<file path="src/rtl/spf_pkg.sv">
package spf_pkg;

    // Occupancy state of one FIFO
    typedef enum logic [1:0] {
        FS_EMPTY = 2'd0,
        FS_PART  = 2'd1,
        FS_FULL  = 2'd2
    } fifo_state_e;

    // Width of each depth field in the configuration word
    localparam int CFG_FIELD_W = 8;

endpackage

</file>
<file path="src/rtl/spf_fifo.sv">
module spf_fifo
    import spf_pkg::*;
#(
    parameter  int DATA_W = 16,
    parameter  int DEPTH  = 4,
    localparam int CNT_W  = $clog2(DEPTH + 1),
    localparam int PTR_W  = (DEPTH > 1) ? $clog2(DEPTH) : 1
) (
    input  logic              clk,
    input  logic              rst_n,
    input  logic              push,
    input  logic [DATA_W-1:0] wdata,
    input  logic              pop,
    output logic [DATA_W-1:0] rdata,
    input  logic              flush,
    input  logic              limit_one,   // capacity from the next edge on
    output logic              full,
    output logic              empty,
    output logic [CNT_W-1:0]  count,
    output logic              overflow
);

    fifo_state_e       state_q, state_d;
    logic [CNT_W-1:0]  count_q, count_d;
    logic [CNT_W-1:0]  cap;
    logic [PTR_W-1:0]  wr_ptr_q, rd_ptr_q;
    logic              do_push, do_pop;
    logic [DATA_W-1:0] mem [DEPTH];

    function automatic logic [PTR_W-1:0] ptr_inc(input logic [PTR_W-1:0] p);
        return (p == PTR_W'(DEPTH - 1)) ? '0 : p + PTR_W'(1);
    endfunction

    assign cap = limit_one ? CNT_W'(1) : CNT_W'(DEPTH);

    // Transition process: accepted moves, next count, next state
    always_comb begin
        do_push = 1'b0;
        do_pop  = 1'b0;
        unique case (state_q)
            FS_EMPTY: do_push = push;
            FS_PART: begin
                do_push = push;
                do_pop  = pop;
            end
            FS_FULL:  do_pop  = pop;
            default: ;
        endcase
        if (flush) begin
            do_push = 1'b0;
            do_pop  = 1'b0;
        end
        count_d = count_q + CNT_W'(do_push) - CNT_W'(do_pop);
        if (flush) count_d = '0;
        if (count_d == '0)       state_d = FS_EMPTY;
        else if (count_d >= cap) state_d = FS_FULL;
        else                     state_d = FS_PART;
    end

    // State register
    always_ff @(posedge clk or negedge rst_n) begin
        if (!rst_n) begin
            state_q  <= FS_EMPTY;
            count_q  <= '0;
            wr_ptr_q <= '0;
            rd_ptr_q <= '0;
        end else begin
            state_q <= state_d;
            count_q <= count_d;
            if (flush) begin
                wr_ptr_q <= '0;
                rd_ptr_q <= '0;
            end else begin
                if (do_push) wr_ptr_q <= ptr_inc(wr_ptr_q);
                if (do_pop)  rd_ptr_q <= ptr_inc(rd_ptr_q);
            end
        end
    end

    always_ff @(posedge clk) begin
        if (do_push) mem[wr_ptr_q] <= wdata;
    end

    // Output process
    always_comb begin
        empty    = 1'b0;
        full     = 1'b0;
        overflow = 1'b0;
        unique case (state_q)
            FS_EMPTY: empty = 1'b1;
            FS_PART: ;
            FS_FULL: begin
                full     = 1'b1;
                overflow = push & ~flush;
            end
            default: ;
        endcase
    end

    assign count = count_q;
    assign rdata = mem[rd_ptr_q];

    // a flush leaves the count at zero
    a_r6_flush_zero: assert property (@(posedge clk) disable iff (!rst_n)
        flush |=> (count == '0));

    // a dropped push without a pop keeps the count
    a_r4_drop_keeps_count: assert property (@(posedge clk) disable iff (!rst_n)
        (overflow && !pop) |=> (count == $past(count)));

    // the count never exceeds the depth
    a_r2_count_bound: assert property (@(posedge clk) disable iff (!rst_n)
        count <= CNT_W'(DEPTH));

    // a pop on an empty FIFO leaves it empty
    a_r12_empty_pop: assert property (@(posedge clk) disable iff (!rst_n)
        (empty && pop && !push) |=> empty);

    // push and pop together in PART keep the count
    a_r13_push_pop_hold: assert property (@(posedge clk) disable iff (!rst_n)
        (!empty && !full && push && pop && !flush) |=> $stable(count));

endmodule

</file>
<file path="src/rtl/spf_cfg_word.sv">
module spf_cfg_word
    import spf_pkg::*;
#(
    parameter int TX_DEPTH = 4,
    parameter int RX_DEPTH = 4
) (
    output logic [2*CFG_FIELD_W-1:0] cfg
);

    initial begin
        a_r11_depth_fits: assert (TX_DEPTH < (1 << CFG_FIELD_W) && RX_DEPTH < (1 << CFG_FIELD_W));
    end

    assign cfg = {CFG_FIELD_W'(RX_DEPTH), CFG_FIELD_W'(TX_DEPTH)};

endmodule

</file>
<file path="src/rtl/spi_fifo_pair.sv">
module spi_fifo_pair
    import spf_pkg::*;
#(
    parameter  int DATA_W   = 16,
    parameter  int TX_DEPTH = 4,
    parameter  int RX_DEPTH = 4,
    localparam int TX_CNT_W = $clog2(TX_DEPTH + 1),
    localparam int RX_CNT_W = $clog2(RX_DEPTH + 1)
) (
    input  logic                     clk,
    input  logic                     rst_n,
    input  logic                     tx_push,
    input  logic [DATA_W-1:0]        tx_wdata,
    input  logic                     tx_pop,
    output logic [DATA_W-1:0]        tx_rdata,
    input  logic                     tx_flush,
    output logic                     tx_full,
    output logic                     tx_empty,
    output logic [TX_CNT_W-1:0]      tx_count,
    output logic                     tx_overflow,
    input  logic                     rx_push,
    input  logic [DATA_W-1:0]        rx_wdata,
    input  logic                     rx_pop,
    output logic [DATA_W-1:0]        rx_rdata,
    input  logic                     rx_flush,
    input  logic                     rx_unit_mode,
    output logic                     rx_full,
    output logic                     rx_empty,
    output logic [RX_CNT_W-1:0]      rx_count,
    output logic                     rx_overflow,
    output logic [2:0]               ctrl_readback,
    output logic [2*CFG_FIELD_W-1:0] cfg_word
);

    logic rx_mode_q;

    always_ff @(posedge clk or negedge rst_n) begin
        if (!rst_n) rx_mode_q <= 1'b0;
        else        rx_mode_q <= rx_unit_mode;
    end

    spf_fifo #(.DATA_W(DATA_W), .DEPTH(TX_DEPTH)) u_tx (
        .clk      (clk),
        .rst_n    (rst_n),
        .push     (tx_push),
        .wdata    (tx_wdata),
        .pop      (tx_pop),
        .rdata    (tx_rdata),
        .flush    (tx_flush),
        .limit_one(1'b0),
        .full     (tx_full),
        .empty    (tx_empty),
        .count    (tx_count),
        .overflow (tx_overflow)
    );

    spf_fifo #(.DATA_W(DATA_W), .DEPTH(RX_DEPTH)) u_rx (
        .clk      (clk),
        .rst_n    (rst_n),
        .push     (rx_push),
        .wdata    (rx_wdata),
        .pop      (rx_pop),
        .rdata    (rx_rdata),
        .flush    (rx_flush),
        .limit_one(rx_unit_mode),
        .full     (rx_full),
        .empty    (rx_empty),
        .count    (rx_count),
        .overflow (rx_overflow)
    );

    spf_cfg_word #(.TX_DEPTH(TX_DEPTH), .RX_DEPTH(RX_DEPTH)) u_cfg (
        .cfg(cfg_word)
    );

    // Clear commands are strobes and are never held
    assign ctrl_readback = {1'b0, 1'b0, rx_mode_q};

    // in unit-depth mode any stored word makes the receive side full
    a_r5_unit_full: assert property (@(posedge clk) disable iff (!rst_n)
        (rx_mode_q && rx_count != '0) |-> rx_full);

    // a mode change alone never drops stored words
    a_r9_mode_keeps: assert property (@(posedge clk) disable iff (!rst_n)
        (rx_unit_mode != rx_mode_q && !rx_pop && !rx_flush) |=> (rx_count >= $past(rx_count)));

endmodule

</file>
<file path="config.mk">
export PLATFORM = sky130hd
export DESIGN_NAME = spi_fifo_pair
export DESIGN_NICKNAME = d
export VERILOG_FILES = /design/src/rtl/spf_pkg.sv /design/src/rtl/spf_fifo.sv /design/src/rtl/spf_cfg_word.sv /design/src/rtl/spi_fifo_pair.sv
export SDC_FILE = /design/constraint.sdc
export NUM_CORES = 1
export LEC_CHECK = 0
export CORE_AREA = 2 2 109 111
export DETAILED_ROUTE_END_ITERATION = 7
export DIE_AREA = 0 0 111 113
export GPL_ROUTABILITY_DRIVEN = 0
export PLACE_DENSITY = 0.8
export SYNTH_ARGS = -nofsm -noshare
export SYNTH_HDL_FRONTEND = slang
export SYNTH_SLANG_ARGS = --single-unit
export TNS_END_PERCENT = 5
</file>
<file path="constraint.sdc">
create_clock -name clk -period 6.67 [get_ports clk]
set_clock_uncertainty 0.15 [all_clocks]
set_input_delay 1.334 -clock clk [delete_from_list [all_inputs] [get_ports clk]]
set_output_delay 1.334 -clock clk [all_outputs]
set_load 0.05 [all_outputs]
</file>
Word level (Yosys, flattened, before mapping)
Memory sizes are Yosys's and may differ from the RTL's. Index checks and enable logic that the tools add are counted.

$add $sub $neg: 8. Multipliers: 0. Div/mod/pow operators: 0. $lt $le $gt $ge: 2. Equality and inequality tests: 8. Shifts and indexed selects: 0. Mux-type cells: 37. Bitwise logic cells: 4. Reduce and logical (&&, ||, !) cells: 12.

Operators by type and width (count): $mux W2 (16); $mux W1 (18); $eq A2 B2 Y1 const B (6); $mux W3 (3); $add A2 B1 Y2 const B (4); $reduce_bool A2 Y1 (4); $reduce_or A2 Y1 (4); $add A3 B1 Y3 (2); $logic_not A3 Y1 (2); $sub A3 B1 Y3 (2); $eq A2 B1 Y1 const B (2); $logic_not A2 Y1 (2); $ge A3 B3 Y1 (1); $ge A3 B3 Y1 const B (1); $and A1 B1 Y1 (2); $not A1 Y1 (2).

Flip-flop bits (word level): 19. Latch bits: 0. RAM bits: 128. Bits in read-only memories: 0. Output and inout port bits: 63. Word-level logic and storage cells: 82. Memories kept: 2.

Memory list: u_rx.mem (depth 4, width 16, rd ports 1, clocked after Yosys merged registers in 0, write ports 1, line spf_fifo.sv:28) `logic [DATA_W-1:0] mem [DEPTH];`; u_tx.mem (depth 4, width 16, rd ports 1, clocked after Yosys merged registers in 0, write ports 1, line spf_fifo.sv:28).

Longest topological paths before layout
Word-level depth: 10. Mapped depth: 13. Mapped depth without buffers: 13.

Hierarchy
Synthesis repeated with hierarchy kept, for this count alone.

Cell total of the unflattened synthesis: 317. Area total of the unflattened synthesis: 6064.6 um^2.

By module, submodules not included: spf_fifo (times used 2, cells each 147, area each 2942.8 um^2, seq. area each 2147.1 um^2); spf_cfg_word (times used 1, cells each 18, area each 127.6 um^2, seq. area each 0.0 um^2); spi_fifo_pair (times used 1, cells each 5, area each 51.3 um^2, seq. area each 25.0 um^2).

Least setup slack after synthesis
No wires, ideal clock.

Kind: input to register. Start: input rx_flush. End: register u_rx.state_q[0]. Data arrival time: 3345 ps. Data required time: 6440 ps. Path slack: 3095 ps. Cell stages on the path: 11. Cell sequence: buf_2 nor2_1 ha_1 inv_1 ha_1 fa_1 xor3_1 nor2_1 ha_1 o21ai_0 nor3b_2.

Longest elaborated chain between the ends: 7. Elaborated cells on any way between the ends: 9.

Ends and longest elaborated chain: start: declaration (line spi_fifo_pair.sv:25) `input logic rx_flush,`; $mux W1 (line spf_fifo.sv:49) `if (flush) begin`; $add A3 B1 Y3 (line spf_fifo.sv:53) `count_d = count_q + CNT_W'(do_push) - CNT_W'(do_pop);`; $sub A3 B1 Y3 (line spf_fifo.sv:53); $mux W3 * (line spf_fifo.sv:54) `if (flush) count_d = '0;`; named net u_rx.count_d[2] (line spf_fifo.sv:24) `logic [CNT_W-1:0] count_q, count_d;`; $ge A3 B3 Y1 (line spf_fifo.sv:56) `else if (count_d >= cap) state_d = FS_FULL;`; $mux W2 (line spf_fifo.sv:56); $mux W2 * (line spf_fifo.sv:55) `if (count_d == '0) state_d = FS_EMPTY;`; named net u_rx.state_d[0] (line spf_fifo.sv:23) `fifo_state_e state_q, state_d;`; end signal: assignment (line spf_fifo.sv:68) `state_q <= state_d;`; end: declaration (line spf_fifo.sv:23).

Mark *: on every way through the listed nets, which the timed path passes. The rest lies on a longest branch. A chain may end at the register's enable or synchronous reset.

Final worst setup path
Start: input tx_flush. End: output tx_overflow.

Longest elaborated chain between the ends: 3.

Ends and longest elaborated chain: start: declaration (line spi_fifo_pair.sv:16) `input logic tx_flush,`; $not A1 Y1 (line spf_fifo.sv:94) `overflow = push & ~flush;`; $and A1 B1 Y1 (line spf_fifo.sv:94); $mux W1 (line spf_fifo.sv:89) `unique case (state_q)`; end: declaration (line spi_fifo_pair.sv:20) `output logic tx_overflow,`.

No other way between the ends.

==> metrics.md <==
| Metric | Value |
|---|---|
| Status | `finished clean` |
| Max IR drop VDD | `~230 uV` |
| # rows | `39` |
| Commonest non-fill, non-tap cell in the layout | `edfxtp_1` |
| RSZ-0062 raised after global routing | `no` |
| Internal Power | `1.983 mW` |
| Root Buffer Master | `clkbuf_16` |
| Final TNS setup | `0 ps` |
| Clock buffer count from CTS | `17` |
| # resized after CTS | `0` |
| Placed cell area | `0.006935 mm2` |
| Synth cell types | `31` |
| Die area | `0.01254 mm2` |
| DRT antenna net count | `0` |
| FMAX | `221.3 MHz` |
| Final instance area | `between 0.007 and 0.008 mm2` |
| Pre-CTS setup slack | `2155 ps` |
| Starting Density | `a little over half` |
| Crit-path max FO | `12` |
| Yosys warning total | `0` |
| Synth-to-Final Area Change | `23.77%` |
| WL met2 | `5.601 mm` |
| Crit Path Class | `input pin to output pin` |
| Clock sinks | `147` |
| Combinational share of power | `27.8%` |
| Initial DRC Count | `205` |
| Switch share | `31.51%` |
| Sw Pwr | `0.9124 mW` |
| Initial antenna violation count | `0` |
| Clock tree from TritonCTS | `done` |
| Final Routed Wirelength | `10.39 mm` |
| Hold/Removal Path Class | `register to register` |
| Post-route DRC | `0` |
| Cells after Synth | `310` |
| Reg-to-reg startpoint | `u_rx.state_q[0]` |
| Hold Buf Count CTS | `0` |
| Sequential fraction of the synthesis area | `71.04%` |
| H-tree Lvls | `4` |
| Hold_ws | `between 400 and 500 ps` |
| Clk_lat worst skew | `410 ps` |
| Final Slew Violations | `0` |
| Die Y-Extent | `113 um` |
| Port Buffers | `85` |
| First-pass GRT wire length | `16.28 mm` |
| Tot GR Track Use | `17.77%` |
| Crit path DAT | `3040 ps` |
| Min-delay src | `u_rx.wr_ptr_q[0]` |
| Synthesized flop and latch total | `approximately 150` |
| Filler cells | `766` |
| Synthesized cell area | `0.006080 mm2` |
| Core Area | `~0.011 mm2` |
| Maxcap violations | `0` |
| Layout cell share with drive strength beyond 1 | `11.14%` |
| Metal3 WL | `approximately 410 um` |
| Die X | `111 um` |
| Fin crit share | `67.75%` |
| Clock power frac | `32.4%` |
| Crit. End Element | `output pin` |
| Min Tclk post-route | `4519 ps` |
| Number of global-route vias before repair | `3,023` |
| Final Hold Viols | `0` |
| Routed met1 length | `between 4 and 5 mm` |
| Total gr overflow | `0` |
| Max Used Layer | `met4` |
| Nature of the critical path startpoint | `input pin` |
| Ant diodes | `0` |
| DRT Pass-1 Iters | `4` |
| Worst rel slew slack | `31.81%` |
| Avg Cell Area, Syn | `19.61 um2` |
| Sequential Power Share | `39.7%` |
| Bufs on Longest Clock Path | `2` |
| WL per Instance | `between 15 and 20 um` |
| Most frequent cells in the layout | `edfxtp_1 (128), clkdlybuf4s50_1 (85), ha_1 (22), dfrtp_1 (19), conb_1 (18)` |
| Pleak | `approximately 2.7 nW` |
| Post-CTS setup buffers | `0` |
| Final worst slack | `2151 ps` |
| Pwr dens | `384.8 mW/mm2` |
| Vias | `just under 3k` |
| # IOs | `roughly 100` |
| Worst-margin pin slew | `1023 ps` |
| Hpwl dp | `6.315 mm` |
| Largest net degree at the start of global routing | `20` |
| Setup violators final | `0` |
| Setup crit start | `tx_flush` |
| DR vias/cell | `roughly 5.2` |
| CTS clock-pin slew for the worst setup and hold paths | `60 ps` |
| Layout Nets | `466` |
| Crit path required time | `between 5000 and 6000 ps` |
-- worst paths after layout --
kind / endpoint / slack (ps) / cells past startpoint
max reg2reg: u_rx.state_q[0] / 3590 / 13
min reg2reg: u_rx.wr_ptr_q[0] / 440 / 2
max in group asynchronous: u_tx.rd_ptr_q[1] / 4590 / 1
min: u_rx.wr_ptr_q[0] / 440 / 2
max: tx_overflow / 2150 / 3
min in group asynchronous: u_rx.count[2] / 1260 / 1
-- critical path, cell delays in order --
cell             delay (ps)
clkdlybuf4s50_1         600
and3b_1                 300
clkdlybuf4s50_1         800
-- power groups by stage --
| stage | Combinational, mW | Clock [mW] | Sequential (mW) |
|---|---|---|---|
| finish | 0.806 | 0.939 | 1.15 |
| global route | 0.859 | 0.995 | 1.16 |
| CTS | 0.815 | 0.958 | 1.15 |
| detailed placement | 0.808 | 0 | 1.17 |
| global placement | 0.795 | 0 | 1.17 |
| floorplan | 0.587 | 0 | 1.17 |
-- through the flow --
stage	total power, mW	instances	utilization, %
final	2.895	556	66.76
after global routing	3.017	556	66.76
after CTS	2.927	556	66.76
after detailed placement	1.978	525	61.53
after global placement	1.961	525	61.53
after floorplan	1.757	326	-
-- synthesized netlist by cell type (all sizes together) --
cell type,count,area [um2]
edfxtp,128,3844
mux4,32,780.8
buf,28,230.2
ha,22,275.3
dfrtp,19,475.5
inv,17,63.81
nor2,15,56.30
and2,8,50.05
nand2,6,22.52
a21oi,5,25.02
mux2i,4,40.04
nor3b,3,27.52
o21ai,3,15.01
and3b,2,17.52
conb,2,7.510
fa,2,40.04
nand2b,2,12.51
nand3,2,10.01
nor2b,2,12.51
or3,2,12.51
a21o,1,7.510
clkbuf,1,3.750
o22a,1,8.760
xnor2,1,8.760
xor2,1,8.760
xor3,1,23.77
-- cell families (layout without fill, tap and decap cells) --
logic type | count (synthesis) | after routing | share of synthesized area, %
AOI/OAI and AO/OA | 10 | 10 | 0.9261
muxes | 36 | 36 | 13.50
other | 2 | 18 | 0.1235
xor gates and xnor gates | 3 | 3 | 0.6792
and+or+nand+nor | 42 | 42 | 3.643
buffers and inverters | 46 | 133 | 4.898
DFF | 147 | 147 | 71.04
adders and majority gates | 24 | 24 | 5.186
-- sequential cells by signal, indices dropped and copies added, names as in the netlist, 3 cells and up --
name,count
u_rx.mem,64
u_tx.mem,64
u_rx.count,3
u_tx.count,3
-- final cells by class --
cell class	instances	area [um2]	area share [%]
clock buffers	18	429.2	5.703
inverters	17	63.81	0.8480
multi-input cells	133	1523	20.24
flip-flops and latches	147	4319	57.40
well taps	143	178.9	2.378
clock inverters	13	160.2	2.128
repair buffers	85	850.8	11.31
-- metal layers --
layer	GRT usage, %	up-vias
met5	0	-
met4	6.750	0
met3	5.035	9
met2	30.27	83
met1	21.94	1471
li1	-	1344
Note: power is estimated with default switching activity, not from simulation.
